## config.mk

```make
export PLATFORM = sky130hd
export DESIGN_NAME = segx_top
export DESIGN_NICKNAME = d
export VERILOG_FILES = /design/src/rtl/segx_pkg.sv /design/src/rtl/segx_regfile.sv /design/src/rtl/segx_pick.sv /design/src/rtl/segx_stage.sv /design/src/rtl/segx_top.sv
export SDC_FILE = /design/constraint.sdc
export NUM_CORES = 1
export LEC_CHECK = 0
export BUFFER_PORTS_ARGS = -buffer_cell sky130_fd_sc_hd__buf_2
export CAP_MARGIN = 20
export CORE_MARGIN = 1
export CORE_UTILIZATION = 44
export CTS_BUF_LIST = sky130_fd_sc_hd__clkbuf_4
export CTS_CLUSTER_SIZE = 28
export DETAILED_ROUTE_END_ITERATION = 16
export HOLD_SLACK_MARGIN = 0.05
export SYNTH_ARGS = -nofsm -noshare
export SYNTH_HDL_FRONTEND = slang
export SYNTH_HIERARCHICAL = 1
export SYNTH_SLANG_ARGS = --single-unit
```

## constraint.sdc

```tcl
create_clock -name clk -period 4.6 [get_ports clk]
set_input_delay 0.46 -clock clk [delete_from_list [all_inputs] [get_ports clk]]
set_output_delay 0.46 -clock clk [all_outputs]
set_load 0.02 [all_outputs]
```

## src/rtl/segx_pkg.sv

```systemverilog
`timescale 1ns/1ps
package segx_pkg;

    localparam int SEG_W   = 16;
    localparam int OFS_W   = 16;
    localparam int SHIFT   = 4;
    localparam int PA_W    = SEG_W + SHIFT;
    localparam int NUM_SEG = 6;
    localparam int SEL_W   = $clog2(NUM_SEG + 2);
    localparam int KIND_W  = 2;

    typedef enum logic [KIND_W-1:0] {
        ACC_FETCH = 2'd0,
        ACC_DATA  = 2'd1,
        ACC_STACK = 2'd2,
        ACC_RSVD  = 2'd3
    } acc_kind_e;

    typedef enum logic [SEL_W-1:0] {
        SEG_CODE  = 3'd0,
        SEG_STACK = 3'd1,
        SEG_DATA  = 3'd2,
        SEG_XA    = 3'd3,
        SEG_XB    = 3'd4,
        SEG_XC    = 3'd5
    } seg_id_e;

    typedef struct packed {
        logic             valid;
        logic [OFS_W-1:0] ofs;
        logic [SEG_W-1:0] base;
    } xlat_req_t;

    typedef struct packed {
        logic            valid;
        logic [PA_W-1:0] addr;
    } xlat_rsp_t;

    // Default register implied by the kind of access.
    function automatic seg_id_e kind_default(input acc_kind_e kind);
        case (kind)
            ACC_FETCH: return SEG_CODE;
            ACC_STACK: return SEG_STACK;
            default:   return SEG_DATA;
        endcase
    endfunction

    function automatic logic sel_legal(input logic [SEL_W-1:0] sel);
        return (int'(sel) < NUM_SEG);
    endfunction

    // Shift-and-add, with the carry out of the top bit discarded.
    function automatic logic [PA_W-1:0] form_addr(input logic [SEG_W-1:0] base,
                                                   input logic [OFS_W-1:0] ofs);
        logic [PA_W:0] full;
        full = {1'b0, base, {SHIFT{1'b0}}} + (PA_W+1)'(ofs);
        return full[PA_W-1:0];
    endfunction

endpackage

```

## src/rtl/segx_regfile.sv

```systemverilog
`timescale 1ns/1ps
module segx_regfile
    import segx_pkg::*;
#(
    parameter int N_REG = NUM_SEG,
    parameter int DW    = SEG_W,
    parameter int SW    = SEL_W
) (
    input  logic          clk,
    input  logic          rst,
    input  logic          wr_en,
    input  logic [SW-1:0] wr_sel,
    input  logic [DW-1:0] wr_data,
    output logic [DW-1:0] seg_q [N_REG]
);

    for (genvar g = 0; g < N_REG; g++) begin : g_reg
        localparam logic [SW-1:0] MY_ID = SW'(g);
        logic hit;
        assign hit = wr_en && (wr_sel == MY_ID);

        always_ff @(posedge clk) begin
            if (rst)      seg_q[g] <= '0;
            else if (hit) seg_q[g] <= wr_data;
        end

        // a write lands in the addressed register at the next edge
        a_r9_write_lands: assert property (@(posedge clk) disable iff (rst)
            (wr_en && wr_sel == MY_ID) |=> (seg_q[g] == $past(wr_data)));

        // any other write, including to numbers 6 and 7, leaves this register alone
        a_r10_other_untouched: assert property (@(posedge clk) disable iff (rst)
            !(wr_en && wr_sel == MY_ID) |=> $stable(seg_q[g]));
    end

endmodule

```

## src/rtl/segx_pick.sv

```systemverilog
`timescale 1ns/1ps
module segx_pick
    import segx_pkg::*;
#(
    parameter int SW = SEL_W
) (
    input  logic [KIND_W-1:0] kind,
    input  logic              ovr_valid,
    input  logic [SW-1:0]     ovr_sel,
    output logic [SW-1:0]     pick
);

    acc_kind_e kind_e;
    seg_id_e   dflt;
    logic      use_ovr;

    always_comb begin
        kind_e  = acc_kind_e'(kind);
        dflt    = kind_default(kind_e);
        use_ovr = ovr_valid && sel_legal(ovr_sel);
        pick    = use_ovr ? ovr_sel : SW'(dflt);
    end

    always_comb begin
        assert (int'(pick) < NUM_SEG);
    end

endmodule

```

## src/rtl/segx_stage.sv

```systemverilog
`timescale 1ns/1ps
module segx_stage
    import segx_pkg::*;
(
    input  logic      clk,
    input  logic      rst,
    input  xlat_req_t req,
    output xlat_rsp_t rsp
);

    always_ff @(posedge clk) begin
        if (rst) begin
            rsp <= '0;
        end else begin
            rsp.valid <= req.valid;
            if (req.valid) rsp.addr <= form_addr(req.base, req.ofs);
        end
    end

    // an idle edge clears valid and keeps the address
    a_r11_idle_hold: assert property (@(posedge clk) disable iff (rst)
        !req.valid |=> (!rsp.valid && $stable(rsp.addr)));

endmodule

```

## src/rtl/segx_top.sv

```systemverilog
`timescale 1ns/1ps
module segx_top
    import segx_pkg::*;
(
    input  logic              clk,
    input  logic              rst,
    input  logic              wr_en,
    input  logic [SEL_W-1:0]  wr_sel,
    input  logic [SEG_W-1:0]  wr_data,
    input  logic              req_valid,
    input  logic [KIND_W-1:0] req_kind,
    input  logic [OFS_W-1:0]  req_ofs,
    input  logic              ovr_valid,
    input  logic [SEL_W-1:0]  ovr_sel,
    output logic              out_valid,
    output logic [PA_W-1:0]   phys_addr
);

    logic [SEG_W-1:0] seg_q [NUM_SEG];
    logic [SEL_W-1:0] pick;
    logic [SEG_W-1:0] base;
    xlat_req_t        req;
    xlat_rsp_t        rsp;

    segx_regfile #(.N_REG(NUM_SEG), .DW(SEG_W), .SW(SEL_W)) u_regs (
        .clk(clk), .rst(rst), .wr_en(wr_en), .wr_sel(wr_sel),
        .wr_data(wr_data), .seg_q(seg_q)
    );

    segx_pick #(.SW(SEL_W)) u_pick (
        .kind(req_kind), .ovr_valid(ovr_valid), .ovr_sel(ovr_sel), .pick(pick)
    );

    always_comb begin
        base = '0;
        for (int i = 0; i < NUM_SEG; i++) begin
            if (pick == SEL_W'(i)) base = seg_q[i];
        end
        req.valid = req_valid;
        req.ofs   = req_ofs;
        req.base  = base;
    end

    segx_stage u_stage (.clk(clk), .rst(rst), .req(req), .rsp(rsp));

    assign out_valid = rsp.valid;
    assign phys_addr = rsp.addr;

    // one-cycle latency of the valid flag
    a_r2_valid_next: assert property (@(posedge clk) disable iff (rst)
        req_valid |=> out_valid);

    // fetch without override uses register 0
    a_r3_fetch_code: assert property (@(posedge clk) disable iff (rst)
        (req_valid && req_kind == 2'd0 && !ovr_valid) |=>
        (phys_addr == (PA_W'({$past(seg_q[0]), {SHIFT{1'b0}}}) + PA_W'($past(req_ofs)))));

    // data without override uses register 2
    a_r4_data_seg: assert property (@(posedge clk) disable iff (rst)
        (req_valid && req_kind == 2'd1 && !ovr_valid) |=>
        (phys_addr == (PA_W'({$past(seg_q[2]), {SHIFT{1'b0}}}) + PA_W'($past(req_ofs)))));

    // stack without override uses register 1
    a_r5_stack_seg: assert property (@(posedge clk) disable iff (rst)
        (req_valid && req_kind == 2'd2 && !ovr_valid) |=>
        (phys_addr == (PA_W'({$past(seg_q[1]), {SHIFT{1'b0}}}) + PA_W'($past(req_ofs)))));

    // a legal override names the register used
    a_r6_override: assert property (@(posedge clk) disable iff (rst)
        (req_valid && ovr_valid && int'(ovr_sel) < NUM_SEG) |=>
        (phys_addr == (PA_W'({$past(base), {SHIFT{1'b0}}}) + PA_W'($past(req_ofs)))));

endmodule

```

# == Word level (Yosys, flattened, before mapping) ==
# Cells that the tools add are included.
# W data, S select, Z words.
# totals
wordCells,39
rom_bits,0
n_memories,0
latch_bits,0
output_inout_bits,21
mem_bits_rw,0
ff_bits,117
# op_classes
n_bitwise,0
n_lt_le_gt_ge,1
add_sub_neg,1
reduce_logical,10
shift,0
div_mod_pow,0
eq_ne,11
mul,0
muxes,8
# ops
cell,n
$mux W16,6
$add A20 B16 Y20,1
$eq A3 B2 Y1 const B,4
$eq A3 B3 Y1 const B,4
$logic_and A1 B1 Y1,7
$eq A3 B1 Y1 const B,2
$logic_not A3 Y1,2
$pmux W2 S2,1
$lt A3 B3 Y1 const B,1
$mux W3,1
$eq A2 B2 Y1 const B,1
$logic_not A2 Y1,1

# == Depth between registers and ports, before layout ==
# depth
word_depth,11
depth_mapped,14
mapped_depth_nobuf,12

# == Hierarchy ==
# Netlist, hierarchy kept.
# modules_own_cells
module,seq_area_each_um2,area_per_inst_um2,cells_per_inst,instances
segx_regfile,1921.8,3782.4,336,1
segx_stage,420.4,1387.6,157,1
segx_top,0.0,964.7,114,1
segx_pick,0.0,61.3,8,1

# == Worst setup path before layout ==
# OpenSTA, ideal clock, no wires.
# synth_timing
path_kind,input-to-reg
start,input ovr_valid
end,register u_stage/rsp[18] (netlist name)
slack_ns,1.156
t_required_ns,4.538
path_stages,14
t_arrival_ns,3.382
cell_sequence,a21boi_2 > mux2_4 > buf_6 > buf_6 > mux2i_1 > o21a_1 > o221ai_1 > ha_1 > fa_1 > a21o_1 > a221oi_2 > o31ai_1 > or4_1 > nand3_1
# synth_between
elab_chain_cells,10
word_cells_on_any_way,15
classes_between,add/sub: 1; eq/ne: 5; mux: 7; reduce/logical: 2
# synth_lines
item,line,source
"start, declared",segx_top.sv:13,"input logic ovr_valid,"
$logic_and A1 B1 Y1 *,segx_pick.sv:20,use_ovr = ovr_valid && sel_legal(ovr_sel);
$mux W3 *,segx_pick.sv:21,pick = use_ovr ? ovr_sel : SW'(dflt);
via pick[0],segx_top.sv:20,logic [SEL_W-1:0] pick;
$logic_not A3 Y1,segx_top.sv:37,if (pick == SEL_W'(i)) base = seg_q[i];
$mux W16 (5 in a row),segx_top.sv:37,
$mux W16 *,segx_top.sv:37,
via base[0],segx_top.sv:21,logic [SEG_W-1:0] base;
$add A20 B16 Y20 *,segx_pkg.sv:56,"full = {1'b0, base, {SHIFT{1'b0}}} + (PA_W+1)'(ofs);"
# Mark *: on every way through the listed nets, which the timed path passes. The rest lies on a longest branch.
# A chain may end at the register's enable or synchronous reset.

# == Worst setup path after layout ==
# layout_timing
start,input ovr_valid
end,register u_stage/rsp[18] (netlist name)
# layout_between
elab_chain_cells,10
word_cells_on_any_way,15
classes_between,add/sub: 1; eq/ne: 5; mux: 7; reduce/logical: 2
# layout_lines
item,line
$logic_and A1 B1 Y1 *,segx_pick.sv:20
$mux W3 *,segx_pick.sv:21
via pick[0],segx_top.sv:20
$logic_not A3 Y1,segx_top.sv:37
$mux W16 (5 in a row),segx_top.sv:37
$mux W16 *,segx_top.sv:37
via base[0],segx_top.sv:21
$add A20 B16 Y20 *,segx_pkg.sv:56
# Marks and branches as above.

==> results by group <==
Die
  – Core area: 13510 um2
  – Die H: approximately 120 um
  – Number of cell rows: 42
  – Initial core utilization: 45.88%
  – Die area: 14560 um2
  – Num ports: 66
  – Chip Width: 120.7 um

Layout
  – Storage element area: between 2000 and 2500 um2
  – Multi-input gate area: 3585 um2
  – Nets: 722
  – Layout Utilization: 50.91%
  – Antenna cells: 0
  – Area growth syn-to-layout: 10.97%
  – Share of layout cells above drive strength 1: 18.91%
  – Final Cell Area: 6875 um2
  – Fill cell count: 1276

Worst setup path
  – Reg2reg end: u_stage/rsp[18]
  – Setup crit start: ovr_valid
  – FF-to-FF Start: u_regs/seg_q[64]
  – R2R depth: 10
  – Largest stage delay on the critical path: 0.56 ns
  – Reg2Reg Setup Slack: ~1.7 ns
  – Arrival @ worst endpoint: 3.92 ns
  – Kind of critical path: input pin to register
  – Crit-path cells: buf_2 > a21boi_2 > mux2_4 > mux2i_1 > o21a_1 > o221ai_1 > ha_1 > fa_1 > a21o_1 > a221oi_2 > o31ai_1 > or4_1 > nand3_1
  – Startpoint types: input pin
  – Worst Path Max Fanout: 36
  – Required @ worst endpoint: 5.04 ns
  – Buf/Inv on CP: 1
  – Setup crit end kind: register
  – Crit-path slowest cell: mux2_4
  – Delay-heaviest family, CP: compound AO/OA/AOI/OAI gates

Clocking
  – Post-CTS Setup Bufs: 0
  – Clock root cell: clkbuf_4
  – Cts repair resizes: 0
  – CTS Buf Count: 17
  – H-tree depth: 4
  – Reg clk slew, reported paths: 0.10 ns
  – CTS tree: done
  – Hold buffer count at cts: 0
  – Worst-Skew Late Latency: 0.50 ns
  – Clock Path Buffers: 2
  – Clk sinks: roughly 120

GRT
  – M3 GR Usage: 5.802%
  – Pin count of the biggest net entering global routing: 54
  – Vias in the first global route: 4534
  – Met2 Track Usage GR: 33.84%
  – First-pass GRT wire length: between 20000 and 25000 um
  – GRT Total Usage: 20.43%
  – Global routing met1 resource utilization: 25.38%
  – Antenna violations before repair: 0
  – GRT overflow: 0
  – Layer with the highest usage: met2

Placement
  – Post-DP HPWL: 9307 um
  – Placed cell area: 6570 um2
  – # port buffers: between 60 and 70
  – Post-Place Setup Slack: roughly 0.64 ns
  – Routability cong.: 0.8051

Timing
  – Skew final: 0.009351 ns
  – Minimum clock period: 3.480 ns
  – RSZ-0062 raised after global routing: false
  – Final setup fails: 0
  – Rel. slew slack: 32.50%
  – Post-route clock period utilization: 75.65%
  – Max Slew Vio Count: 0
  – Fmax: between 200 and 300 MHz
  – Hold Vio Cnt, Final: 0
  – Setup ws final: 1.120 ns
  – Worst-margin pin slew: 1.012 ns
  – Sum Neg Setup Slack: 0 ns

Synth
  – Top cell type's share of synthesized area: 37.80%
  – Leading area contributor after synthesis: dfxtp_1
  – Mapped Area: ~6200 um2
  – Post-Syn Nets: 673
  – Mapped Cells: around 620
  – #FFs+latches synth: between 100 and 150
  – Yosys cell types: 57
  – Top cells by area, synth: dfxtp_1, mux2i_1, nand2b_1
  – Async SR Flop Fraction: 0%
  – Main synth FF type: dfxtp_1
  – Avg Inst Size Synth: 10.07 um2
  – Register area share after synthesis: a little under two fifths
  – Post-synth EDFFs: 0
  – Syn. warnings: 6

Routing
  – Drt wl/cell: 16.37 um
  – Iteration-0 DRC Markers: 336
  – Post-route ant nets: 0
  – DR vias/cell: 5.265
  – DR pass1 iterations: 4
  – Via count: 4491
  – DRC: 0
  – WL final: 13960 um

Power and ir drop
  – Leakage: 3.098 nW
  – VDD IR-drop max: 0.2150 mV
  – Power Density: 309.4 nW/um2

Worst hold path
  – Hold Crit Class: input pin to register
  – Hold Path Origin: req_ofs[1]
  – Worst hold path cell count: 3
  – Hold endpoint: u_stage/rsp[1]

Run status
  – Status: completed

Flow run
  – Max-Cap Viols: 0
==> cell families (layout without fill, tap and decap cells) <==
group | Yosys count | count (layout) | synth area share (%)
flops | 117 | 117 | 37.80
mux | 140 | 140 | 22.72
simple gates | 208 | 208 | 20.58
buf+inv | 51 | 113 | 4.483
fa+ha+maj | 13 | 13 | 2.746
xor+xnor | 8 | 8 | 1.131
compound gates | 78 | 78 | 10.54
==> where the power goes <==
part / total [mW] / switching [mW] / leakage [nW] / internal (mW)
registers: 1.06 / 0.0142 / 0.950 / 1.04
logic: 0.271 / 0.155 / 1.98 / 0.116
clock network: 0.799 / 0.366 / 0.166 / 0.433
==> worst min-delay path: stages <==
cell and delay [ns]:
buf_2 0.07, mux2i_1 0.06, nor2_1 0.07
==> cell type report <==
type                            instances  area share, %
Tap cell                              176          3.203
Inverter                                6         0.3276
Clock inverter                         13          2.366
Multi-Input combinational cell        447          52.14
Sequential cell                       117          34.07
Clock buffer                           19          2.075
Timing Repair Buffer                   75          5.823
==> cell usage in the layout (no fill, tap or decap), types with 3 or more instances in the layout <==
| cell | count |
|---|---|
| a211oi_1 | 3 |
| a21o_1 | 8 |
| a21oi_1 | 9 |
| buf_2 | 65 |
| buf_4 | 10 |
| bufinv_16 | 4 |
| clkbuf_4 | 19 |
| clkinv_1 | 4 |
| clkinv_2 | 4 |
| dfxtp_1 | 117 |
| ha_1 | 12 |
| inv_1 | 6 |
| mux2i_1 | 138 |
| nand2_1 | 25 |
| nand2b_1 | 122 |
| nand3_1 | 5 |
| nand3b_1 | 17 |
| nor2_1 | 15 |
| o21a_1 | 16 |
| o21ai_0 | 6 |
| o221ai_1 | 6 |
| o221ai_2 | 10 |
| xnor2_1 | 6 |
==> metrics by stage <==
stage	power [mW]	std cells	hold WS (ns)
global placement	1.347	821	0.4569
finish	2.127	853	0.1973
detailed placement	1.353	821	0.4659
CTS	2.161	853	0.1422
floorplan	1.279	615	0.4480
global route	2.237	853	0.1374
==> sequential cells by signal, indices dropped and copies added (netlist names) <==
signal / flops
u_regs/seg_q: 96
u_stage/rsp: 21
==> cells in the mapped netlist, types with 3 or more instances <==
cell	instances
a211oi_1	3
a21o_1	8
a21oi_1	10
buf_1	3
buf_2	15
buf_6	8
clkbuf_1	17
dfxtp_1	117
ha_1	12
inv_1	6
mux2i_1	138
nand2_1	25
nand2b_1	122
nand3_1	5
nand3b_1	17
nand4bb_1	3
nor2_1	15
o21a_1	16
o21ai_0	6
o221ai_1	6
o221ai_2	10
xnor2_1	6
==> metal layers <==
metal  vias up  share of wire (%)
met1      2141                 47
met3        12                3.3
met4         0                1.8
met5         -                  0
li1       2269                  -
met2        69                 48
==> how the worst max path moves through the flow <==
stage               depth (start not counted)               to  slack, ns
finish                                     13  u_stage/rsp[18]       1.12
global route                               13  u_stage/rsp[18]        1.0
CTS                                        13  u_stage/rsp[18]       1.17
detailed placement                         13  u_stage/rsp[18]       0.64
global placement                           13  u_stage/rsp[18]       0.72
floorplan                                  14  u_stage/rsp[18]       1.16
No activity file was read; power rests on OpenSTA's default activity.
